==> config.mk <==
export PLATFORM = sky130hd
export DESIGN_NAME = dst_mac_filter
export DESIGN_NICKNAME = d
export VERILOG_FILES = /design/src/rtl/dmf_pkg.sv /design/src/rtl/dmf_regs.sv /design/src/rtl/dmf_match.sv /design/src/rtl/dmf_pick.sv /design/src/rtl/dst_mac_filter.sv
export SDC_FILE = /design/constraint.sdc
export NUM_CORES = 1
export LEC_CHECK = 0
export ABC_AREA = 1
export CAP_MARGIN = 10
export CORE_MARGIN = 2
export CORE_UTILIZATION = 30
export CTS_CLUSTER_SIZE = 10
export DETAILED_ROUTE_END_ITERATION = 7
export GPL_TIMING_DRIVEN = 0
export PLACE_DENSITY = 0.55
export SYNTH_ARGS = -nofsm -noshare
export SYNTH_HDL_FRONTEND = slang
export SYNTH_HIERARCHICAL = 1
export SYNTH_SLANG_ARGS = --single-unit
==> constraint.sdc <==
create_clock -name clk -period 2.09 [get_ports clk]
set_input_delay 0.418 -clock clk [delete_from_list [all_inputs] [get_ports clk]]
set_output_delay 0.418 -clock clk [all_outputs]
set_load 0.05 [all_outputs]
==> src/rtl/dmf_pkg.sv <==
package dmf_pkg;

    // Register byte offsets
    localparam int FWD_OFS    = 32'h010;
    localparam int CLS_OFS    = 32'h014;
    localparam int TBL_OFS    = 32'h100;
    localparam int TBL_STRIDE = 8;
    localparam int TBL_HI_OFS = 4;

    // Forwarding register bits
    localparam int HOST_EN_BIT = 5;
    localparam int PROMISC_BIT = 7;

    // Class register bits
    localparam int UC_ALL_BIT  = 1;
    localparam int MC_ALL_BIT  = 3;
    localparam int BC_FWD_BIT  = 5;
    localparam int TBL_EN_BIT  = 7;

    // Entry high word bits
    localparam int ENT_EN_BIT  = 17;
    localparam int ENT_FWD_BIT = 21;

    typedef struct packed {
        logic [47:0] mac;
        logic        en;
        logic        fwd;
    } entry_t;

    typedef struct packed {
        logic host_en;
        logic promisc;
        logic uc_all;
        logic mc_all;
        logic bc_fwd;
        logic tbl_en;
    } ctrl_t;

endpackage

==> src/rtl/dmf_regs.sv <==
module dmf_regs
    import dmf_pkg::*;
#(
    parameter int N_ENTRIES = 8,
    parameter int REG_AW    = 12
) (
    input  logic                       clk,
    input  logic                       rst_n,
    input  logic                       wr_en,
    input  logic [REG_AW-1:0]          wr_addr,
    input  logic [31:0]                wr_data,
    output entry_t [N_ENTRIES-1:0]     tbl,
    output ctrl_t                      ctrl
);

    typedef struct packed {
        entry_t [N_ENTRIES-1:0] tbl;
        ctrl_t                  ctrl;
    } state_t;

    state_t s_d, s_q;

    always_comb begin
        s_d = s_q;
        if (wr_en) begin
            if (wr_addr == REG_AW'(FWD_OFS)) begin
                s_d.ctrl.host_en = wr_data[HOST_EN_BIT];
                s_d.ctrl.promisc = wr_data[PROMISC_BIT];
            end
            if (wr_addr == REG_AW'(CLS_OFS)) begin
                s_d.ctrl.uc_all = wr_data[UC_ALL_BIT];
                s_d.ctrl.mc_all = wr_data[MC_ALL_BIT];
                s_d.ctrl.bc_fwd = wr_data[BC_FWD_BIT];
                s_d.ctrl.tbl_en = wr_data[TBL_EN_BIT];
            end
            for (int n = 0; n < N_ENTRIES; n++) begin
                if (wr_addr == REG_AW'(TBL_OFS + TBL_STRIDE * n)) begin
                    s_d.tbl[n].mac[31:0] = wr_data;
                end
                if (wr_addr == REG_AW'(TBL_OFS + TBL_STRIDE * n + TBL_HI_OFS)) begin
                    s_d.tbl[n].mac[47:32] = wr_data[15:0];
                    s_d.tbl[n].en         = wr_data[ENT_EN_BIT];
                    s_d.tbl[n].fwd        = wr_data[ENT_FWD_BIT];
                end
            end
        end
    end

    always_ff @(posedge clk) begin
        if (!rst_n) s_q <= '0;
        else        s_q <= s_d;
    end

    assign tbl  = s_q.tbl;
    assign ctrl = s_q.ctrl;

    assert_cls_write_R8: assert property (@(posedge clk) disable iff (!rst_n)
        (wr_en && wr_addr == REG_AW'(CLS_OFS)) |=> (ctrl.tbl_en == $past(wr_data[TBL_EN_BIT])));

    assert_fwd_write_R2: assert property (@(posedge clk) disable iff (!rst_n)
        (wr_en && wr_addr == REG_AW'(FWD_OFS)) |=> (ctrl.host_en == $past(wr_data[HOST_EN_BIT])));

endmodule

==> src/rtl/dmf_match.sv <==
module dmf_match
    import dmf_pkg::*;
#(
    parameter int N_ENTRIES = 8
) (
    input  logic [47:0]               addr,
    input  entry_t [N_ENTRIES-1:0]    tbl,
    input  logic                      tbl_en,
    output logic [N_ENTRIES-1:0]      hit_vec,
    output logic [N_ENTRIES-1:0]      fwd_vec
);

    for (genvar g = 0; g < N_ENTRIES; g++) begin : g_cmp
        assign hit_vec[g] = tbl_en & tbl[g].en & (tbl[g].mac == addr);
        assign fwd_vec[g] = hit_vec[g] & tbl[g].fwd;
    end

endmodule

==> src/rtl/dmf_pick.sv <==
module dmf_pick #(
    parameter int N_REQ = 8,
    localparam int IW   = (N_REQ > 1) ? $clog2(N_REQ) : 1
) (
    input  logic [N_REQ-1:0] req,
    output logic             any,
    output logic [IW-1:0]    idx
);

    always_comb begin
        any = |req;
        idx = '0;
        for (int i = N_REQ - 1; i >= 0; i--) begin
            if (req[i]) idx = IW'(i);
        end
    end

endmodule

==> src/rtl/dst_mac_filter.sv <==
module dst_mac_filter
    import dmf_pkg::*;
#(
    parameter int N_ENTRIES = 8,
    parameter int REG_AW    = 12,
    localparam int IDX_W    = (N_ENTRIES > 1) ? $clog2(N_ENTRIES) : 1
) (
    input  logic              clk,
    input  logic              rst_n,
    input  logic              cfg_wr_en,
    input  logic [REG_AW-1:0] cfg_addr,
    input  logic [31:0]       cfg_wdata,
    input  logic              addr_valid,
    input  logic [47:0]       dst_addr,
    output logic              dec_valid,
    output logic              dec_forward,
    output logic              dec_hit,
    output logic [IDX_W-1:0]  dec_index
);

    typedef struct packed {
        logic             valid;
        logic             forward;
        logic             hit;
        logic [IDX_W-1:0] index;
    } dec_t;

    entry_t [N_ENTRIES-1:0] tbl;
    ctrl_t                  ctrl;
    logic [N_ENTRIES-1:0]   hit_vec, fwd_vec;
    logic                   any_hit;
    logic [IDX_W-1:0]       hit_idx;
    logic                   is_bc, is_mc, is_uc, class_pass;
    dec_t                   dec_d, dec_q;

    dmf_regs #(.N_ENTRIES(N_ENTRIES), .REG_AW(REG_AW)) i_regs (
        .clk     (clk),
        .rst_n   (rst_n),
        .wr_en   (cfg_wr_en),
        .wr_addr (cfg_addr),
        .wr_data (cfg_wdata),
        .tbl     (tbl),
        .ctrl    (ctrl)
    );

    dmf_match #(.N_ENTRIES(N_ENTRIES)) i_match (
        .addr    (dst_addr),
        .tbl     (tbl),
        .tbl_en  (ctrl.tbl_en),
        .hit_vec (hit_vec),
        .fwd_vec (fwd_vec)
    );

    dmf_pick #(.N_REQ(N_ENTRIES)) i_pick (
        .req (hit_vec),
        .any (any_hit),
        .idx (hit_idx)
    );

    always_comb begin
        is_bc      = &dst_addr;
        is_mc      = dst_addr[40] & ~is_bc;
        is_uc      = ~dst_addr[40];
        class_pass = (is_bc & ctrl.bc_fwd) | (is_mc & ctrl.mc_all) | (is_uc & ctrl.uc_all);

        dec_d = '0;
        if (addr_valid) begin
            dec_d.valid   = 1'b1;
            dec_d.forward = ctrl.host_en & (ctrl.promisc | class_pass | (|fwd_vec));
            dec_d.hit     = any_hit;
            dec_d.index   = any_hit ? hit_idx : '0;
        end
    end

    always_ff @(posedge clk) begin
        if (!rst_n) dec_q <= '0;
        else        dec_q <= dec_d;
    end

    assign dec_valid   = dec_q.valid;
    assign dec_forward = dec_q.forward;
    assign dec_hit     = dec_q.hit;
    assign dec_index   = dec_q.index;

    assert_valid_follows_R1: assert property (@(posedge clk) disable iff (!rst_n)
        addr_valid |=> dec_valid);

    assert_valid_idle_R1: assert property (@(posedge clk) disable iff (!rst_n)
        !addr_valid |=> !dec_valid);

    assert_quiet_outputs_R1: assert property (@(posedge clk) disable iff (!rst_n)
        !dec_valid |-> (!dec_forward && !dec_hit && dec_index == '0));

    assert_host_gate_R2: assert property (@(posedge clk) disable iff (!rst_n)
        (addr_valid && !ctrl.host_en) |=> !dec_forward);

    assert_promisc_R3: assert property (@(posedge clk) disable iff (!rst_n)
        (addr_valid && ctrl.host_en && ctrl.promisc) |=> dec_forward);

    assert_table_off_R8: assert property (@(posedge clk) disable iff (!rst_n)
        (addr_valid && !ctrl.tbl_en) |=> !dec_hit);

    assert_lowest_first_R9: assert property (@(posedge clk) disable iff (!rst_n)
        (addr_valid && hit_vec[0]) |=> (dec_hit && dec_index == '0));

endmodule

# After elaboration in Yosys (flattened, before gate mapping)
# Cells that the tools add are included.
[word_totals]
output_inout_bits = 6
wordCells = 143
inputBits = 96
ff_bits = 412
[classes]
reduce_logical = 25
bitwise = 38
n_eq_ne = 26
n_mux = 10
[op_table]
columns = ["op", "count"]
rows = [
  ["equality test 48 bit", 8],
  ["equality test 12 x 9 -> 1 bit (second input constant)", 16],
  ["AND reduction 48 bit", 1],
  ["AND reduction 2 bit", 19],
  ["AND 1 bit", 29],
  ["2-to-1 mux 3 bit", 9],
  ["equality test 12 x 5 -> 1 bit (second input constant)", 2],
  ["OR reduction 8 bit", 2],
  ["OR reduction 7 bit", 1],
  ["2-to-1 mux 6 bit", 1],
  ["inverter 1 bit", 5],
  ["OR reduction 5 bit", 1],
  ["OR 1 bit", 4],
  ["OR reduction 4 bit", 1],
]

# Longest topological paths before layout
[logic_depth]
ltp_word = 12
mapped_depth = 20
depth_no_buf = 19

# Hierarchy
# Netlist, hierarchy kept.
[modules_own_cells]
columns = ["mod", "cells_per_inst", "instances", "area_each_um2", "seq_area_each_um2"]
rows = [
  ["dmf_regs", 2329, 1, 16213.0, 8127.8],
  ["dmf_match", 1621, 1, 6830.3, 0.0],
  ["dst_mac_filter", 80, 1, 421.7, 120.1],
  ["dmf_pick", 22, 1, 98.8, 0.0],
]

# Worst setup path before layout
# OpenSTA, ideal clock, no wires.
[synth_path]
kind = "input to register"
start = "input port dst_addr[34]"
end = "register dec_q, in the netlist dec_index[0]"
slack_ps = 171
t_arrival_ps = 1805
n_path_buf = 1
required_time_ps = 1976
stages = 13
setup_ps = 114
path_cell_list = "buf_4 > inv_1 > or2_2 > and3_1 > nand3_1 > nor2_1 > nand2_1 > inv_1 > or2_1 > nor3_2 > nand2_1 > nand2_1 > nor2_1"
[synth_between]
elab_cells_between_ends = 26
classes_between = "eq/ne: 8; mux: 7; bitwise: 9; reduce/logical: 2"
[synth_lines]
columns = ["item", "line", "source"]
rows = [
  ["from (decl)", "dst_mac_filter.sv:14", "input logic [47:0] dst_addr,"],
  ["equality test 48 bit", "dmf_match.sv:14", "assign hit_vec[g] = tbl_en & tbl[g].en & (tbl[g].mac == addr);"],
  ["AND 1 bit", "dmf_match.sv:14", ""],
  ["named net hit_vec[7]", "dst_mac_filter.sv:30", "logic [N_ENTRIES-1:0] hit_vec, fwd_vec;"],
  ["OR reduction 8 bit", "dmf_pick.sv:11", "any = |req;"],
  ["named net any_hit", "dst_mac_filter.sv:31", "logic any_hit;"],
  ["inverter 1 bit (no source line)", "-", ""],
  ["OR reduction 4 bit (no source line)", "-", ""],
  ["to (signal assigned)", "dst_mac_filter.sv:76", "if (!rst_n) dec_q <= '0;"],
  ["to (signal assigned)", "dst_mac_filter.sv:77", "else dec_q <= dec_d;"],
  ["to (decl)", "dst_mac_filter.sv:34", "dec_t dec_d, dec_q;"],
]
# The timed path passes the listed nets, and every way through them passes these cells.
# A chain may end at the register's enable or synchronous reset.

==> impl_metrics.csv <==
group,metric,value,unit
run_status,status,"finished with violations",
run_status,violations,"setup timing",
cts,numCtsBuffers,51,
synth,yosys-top-cells-area,"dfxtp_1, nand2_1, nor2_1, nand3_1, inv_1",
sta,period_needed,2.19,ns
cells_and_area,area_growth,25.9,%
cts,cts_buffer_depth,3,
synth,yosysTopAreaCell,"dfxtp_1",
synth,synth_cell_types,30,
synth,synth_area,23600,µm²
routing,wirelength,124,mm
grt,grt_max_degree,13,
power_and_ir_drop,p_leak,0.0126,µW
die,die_w,284,µm
cts,cts-root-buf,"clkbuf_16",
routing,vias_per_cell,5.02,
place,io_buffers,100,
sta,tightest_slew,1.37,ns
die,rows,102,
die,dieArea,80800,µm²
critical_path,endpoint_kind,"flop",
grt,grt_pass1_vias,23400,
sta,layout_setup_ws,-0.100,ns
sta,maxSlewViolCount,0,
cts,cts_sinks,412,
cts,cts_tree,"built",
power_and_ir_drop,irDropWorstVdd,0.575,mV
grt,globalRoute.totalOverflow,0,
synth,synthSimpleGateAreaFrac,49.3,%
synth,yosysTopAreaCellShare,35.0,%
die,start_util,30.4,%
routing,via_count,27100,
power_and_ir_drop,p_int,13800,µW
routing,drt_first_pass_iters,6,
sta,hold_viol,0,
power_and_ir_drop,power_frac_clock,45.6,%
critical_path,critPathKind,"in2reg",
critical_path,startpoint_type,"input port",
cells_and_area,fin_area,29700,µm²
place,gp_congestion,0.993,
cts,cts_max_level,2,
die,core,77600,µm²
sta,max_freq,457,MHz
synth,synth_seq_cells,412,
grt,grt_pass1_wl,172,mm
power_and_ir_drop,pwr-share-comb,13.5,%
grt,grt_usage,29.7,%
routing,wl_per_cell,23.0,µm
cells_and_area,post_route_cells_drive_above_1_share,14.3,%
sta,rsz0062_at_grt,"true",
power_and_ir_drop,p_sw,5420,µW
synth,synth_top_family_by_area,"simple AND/OR/NAND/NOR gates",
sta,finClkSkew,0.0167,ns
routing,drt_iter0_markers,4156,
routing,drc,0,
cts,path_clk_slew,0.06,ns
sta,setup_viol,15,
sta,period_share,105,%
synth,seq_area_frac_synth,35.0,%
critical_path,cp.arrival,2.69,ns
synth,synthesis.nets,4148,
place,preCtsSetupSlack,-1.61,ns
place,dp_hpwl,92.1,mm
grt,grt_antenna_before_repair,5,
synth,syn_inst,4052,
power_and_ir_drop,p_per_area,648,nW/µm²
cts,insertion_delay,0.62,ns
synth,avgSynthCellArea,5.82,µm²
cells_and_area,num-nets-final,4426,
synth,synth_compound_area_share,1.96,%
power_and_ir_drop,netSwitchingFraction,28.2,%
sta,slew_headroom,8.48,%
power_and_ir_drop,pwr-share-seq,40.9,%
synth,synthMuxAreaShare,0,%
critical_path,crit_required,2.59,ns
routing,final_antenna_net_count,0,
die,die_h,284,µm
min_path,min_path_type,"in2reg",
synth,synthAdderAreaFrac,0,%
run,maxCapViolCount,0,
synth,synth_xor_area_share,2.86,%
critical_path,crit_fanout,10,
power_and_ir_drop,power,19200,µW
die,num_io_pins,102,
synth,yosys_warnings,6,
place,dpl_cell_area,25900,µm²
## sequential cells by signal (all words and copies together), names as in the netlist
name / count
i_regs/ctrl: 6
dec_hit: 1
i_regs/tbl: 400
dec_index: 3
dec_forward: 1
dec_valid: 1
## power groups by stage
stage,registers (µW),logic (µW),clock network (µW)
after floorplan,8030,1020,0
after global placement,8030,2110,0
after detailed placement,8030,2110,0
after CTS,7860,2440,8820
after global routing,7850,2640,9110
final,7860,2580,8770
## final timing paths
kind	from	end	slack [ns]	cells past startpoint
setup / recovery	cfg_wdata[13]	i_regs/tbl[297]	-0.10	6
hold / removal	cfg_wr_en	i_regs/ctrl[4]	0.39	5
setup reg to reg	i_regs/tbl[284]	dec_index[0]	0.01	18
hold reg to reg	i_regs/tbl[251]	i_regs/tbl[251]	0.48	2
## per-stage QoR
stage | cells | utilization (%) | setup TNS, ns | hold WS [ns]
2_1_floorplan | 4052 | - | 0 | 0.449
3_3_place_gp | 5192 | 33.3 | -245.12 | 0.459
3_5_place_dp | 5193 | 33.4 | -243.46 | 0.469
4_1_cts | 5374 | 37.5 | -0.0206 | 0.371
5_1_grt | 5395 | 38.2 | -0.198 | 0.427
6_report | 5397 | 38.2 | -0.585 | 0.389
## kinds of logic (layout without fill, tap and decap cells)
| group | after synthesis | in the layout |
|---|---|---|
| AND/OR/NAND/NOR | 2893 | 2893 |
| buffers and inverters | 583 | 886 |
| flip-flops | 412 | 412 |
| AO/OA/AOI/OAI | 87 | 87 |
| XOR/XNOR | 77 | 77 |
| other | 0 | 2 |
## synth_stat cells
cell	number
nor3_4	1
xnor2_1	63
nor2_4	11
inv_2	19
nand4_2	3
clkinv_1	4
or2_2	1
o22ai_1	21
buf_6	6
o21ai_1	11
dfxtp_1	412
buf_4	56
and3_1	1
o21ai_0	53
inv_1	341
nor3_1	1
or2_1	1
clkbuf_1	53
nand3_1	426
nor2_2	31
a31oi_1	1
buf_1	15
buf_2	89
nor2_1	1082
a21oi_1	1
xor2_1	14
nand2_1	1327
nor3_2	1
nand2_2	4
nand4_1	3
## cell usage in the layout, fill, tap and decap left out, drive strengths merged
cell,n
and3,1
clkinvlp,29
clkbuf,142
a31oi,1
clkdlybuf4s15,9
xnor2,63
nand3,426
dlygate4sd2,23
diode,2
o22ai,21
nand2,1331
dfxtp,412
o21ai,64
inv,331
clkdlybuf4s50,46
clkinv,8
buf,291
bufinv,2
a21oi,1
or2,2
nor2,1124
xor2,14
nor3,3
dlymetal6s2s,5
nand4,6
## worst max-delay path, cell delays in order
cell             delay [ns]
clkdlybuf4s50_1        0.39
inv_1                  0.43
clkbuf_1               1.06
nand3_1                0.20
nand2_1                0.12
nor2_1                 0.05
## repair_timing
item	CTS	global route
setup buffers	103	21
pin swaps	24	60
setup endpoints to repair	130	213
hold buffers	0	0
resized for setup	292	193
## cell type report
| type | instances | area [µm²] |
|---|---|---|
| Clock buffer | 72 | 1490 |
| Clock inverter | 6 | 80.1 |
| Antenna cell | 2 | 5.00 |
| Fill cell | 8699 | 47900 |
| Tap cell | 1040 | 1300 |
| Timing Repair Buffer | 225 | 2110 |
| Multi-Input combinational cell | 3057 | 13300 |
| Sequential cell | 412 | 8270 |
| Buffer | 219 | 1590 |
| Inverter | 364 | 1520 |
## layer usage
metal  global-route usage (%)  wire, µm  vias to the layer above
li1                         -         -                    12800
met1                     42.2     52900                    12400
met2                     42.2     49600                     1641
met3                     6.77     15400                      290
met4                     13.8      6420                        6
met5                        0        36                        -
(Power assumes the default switching activity.)
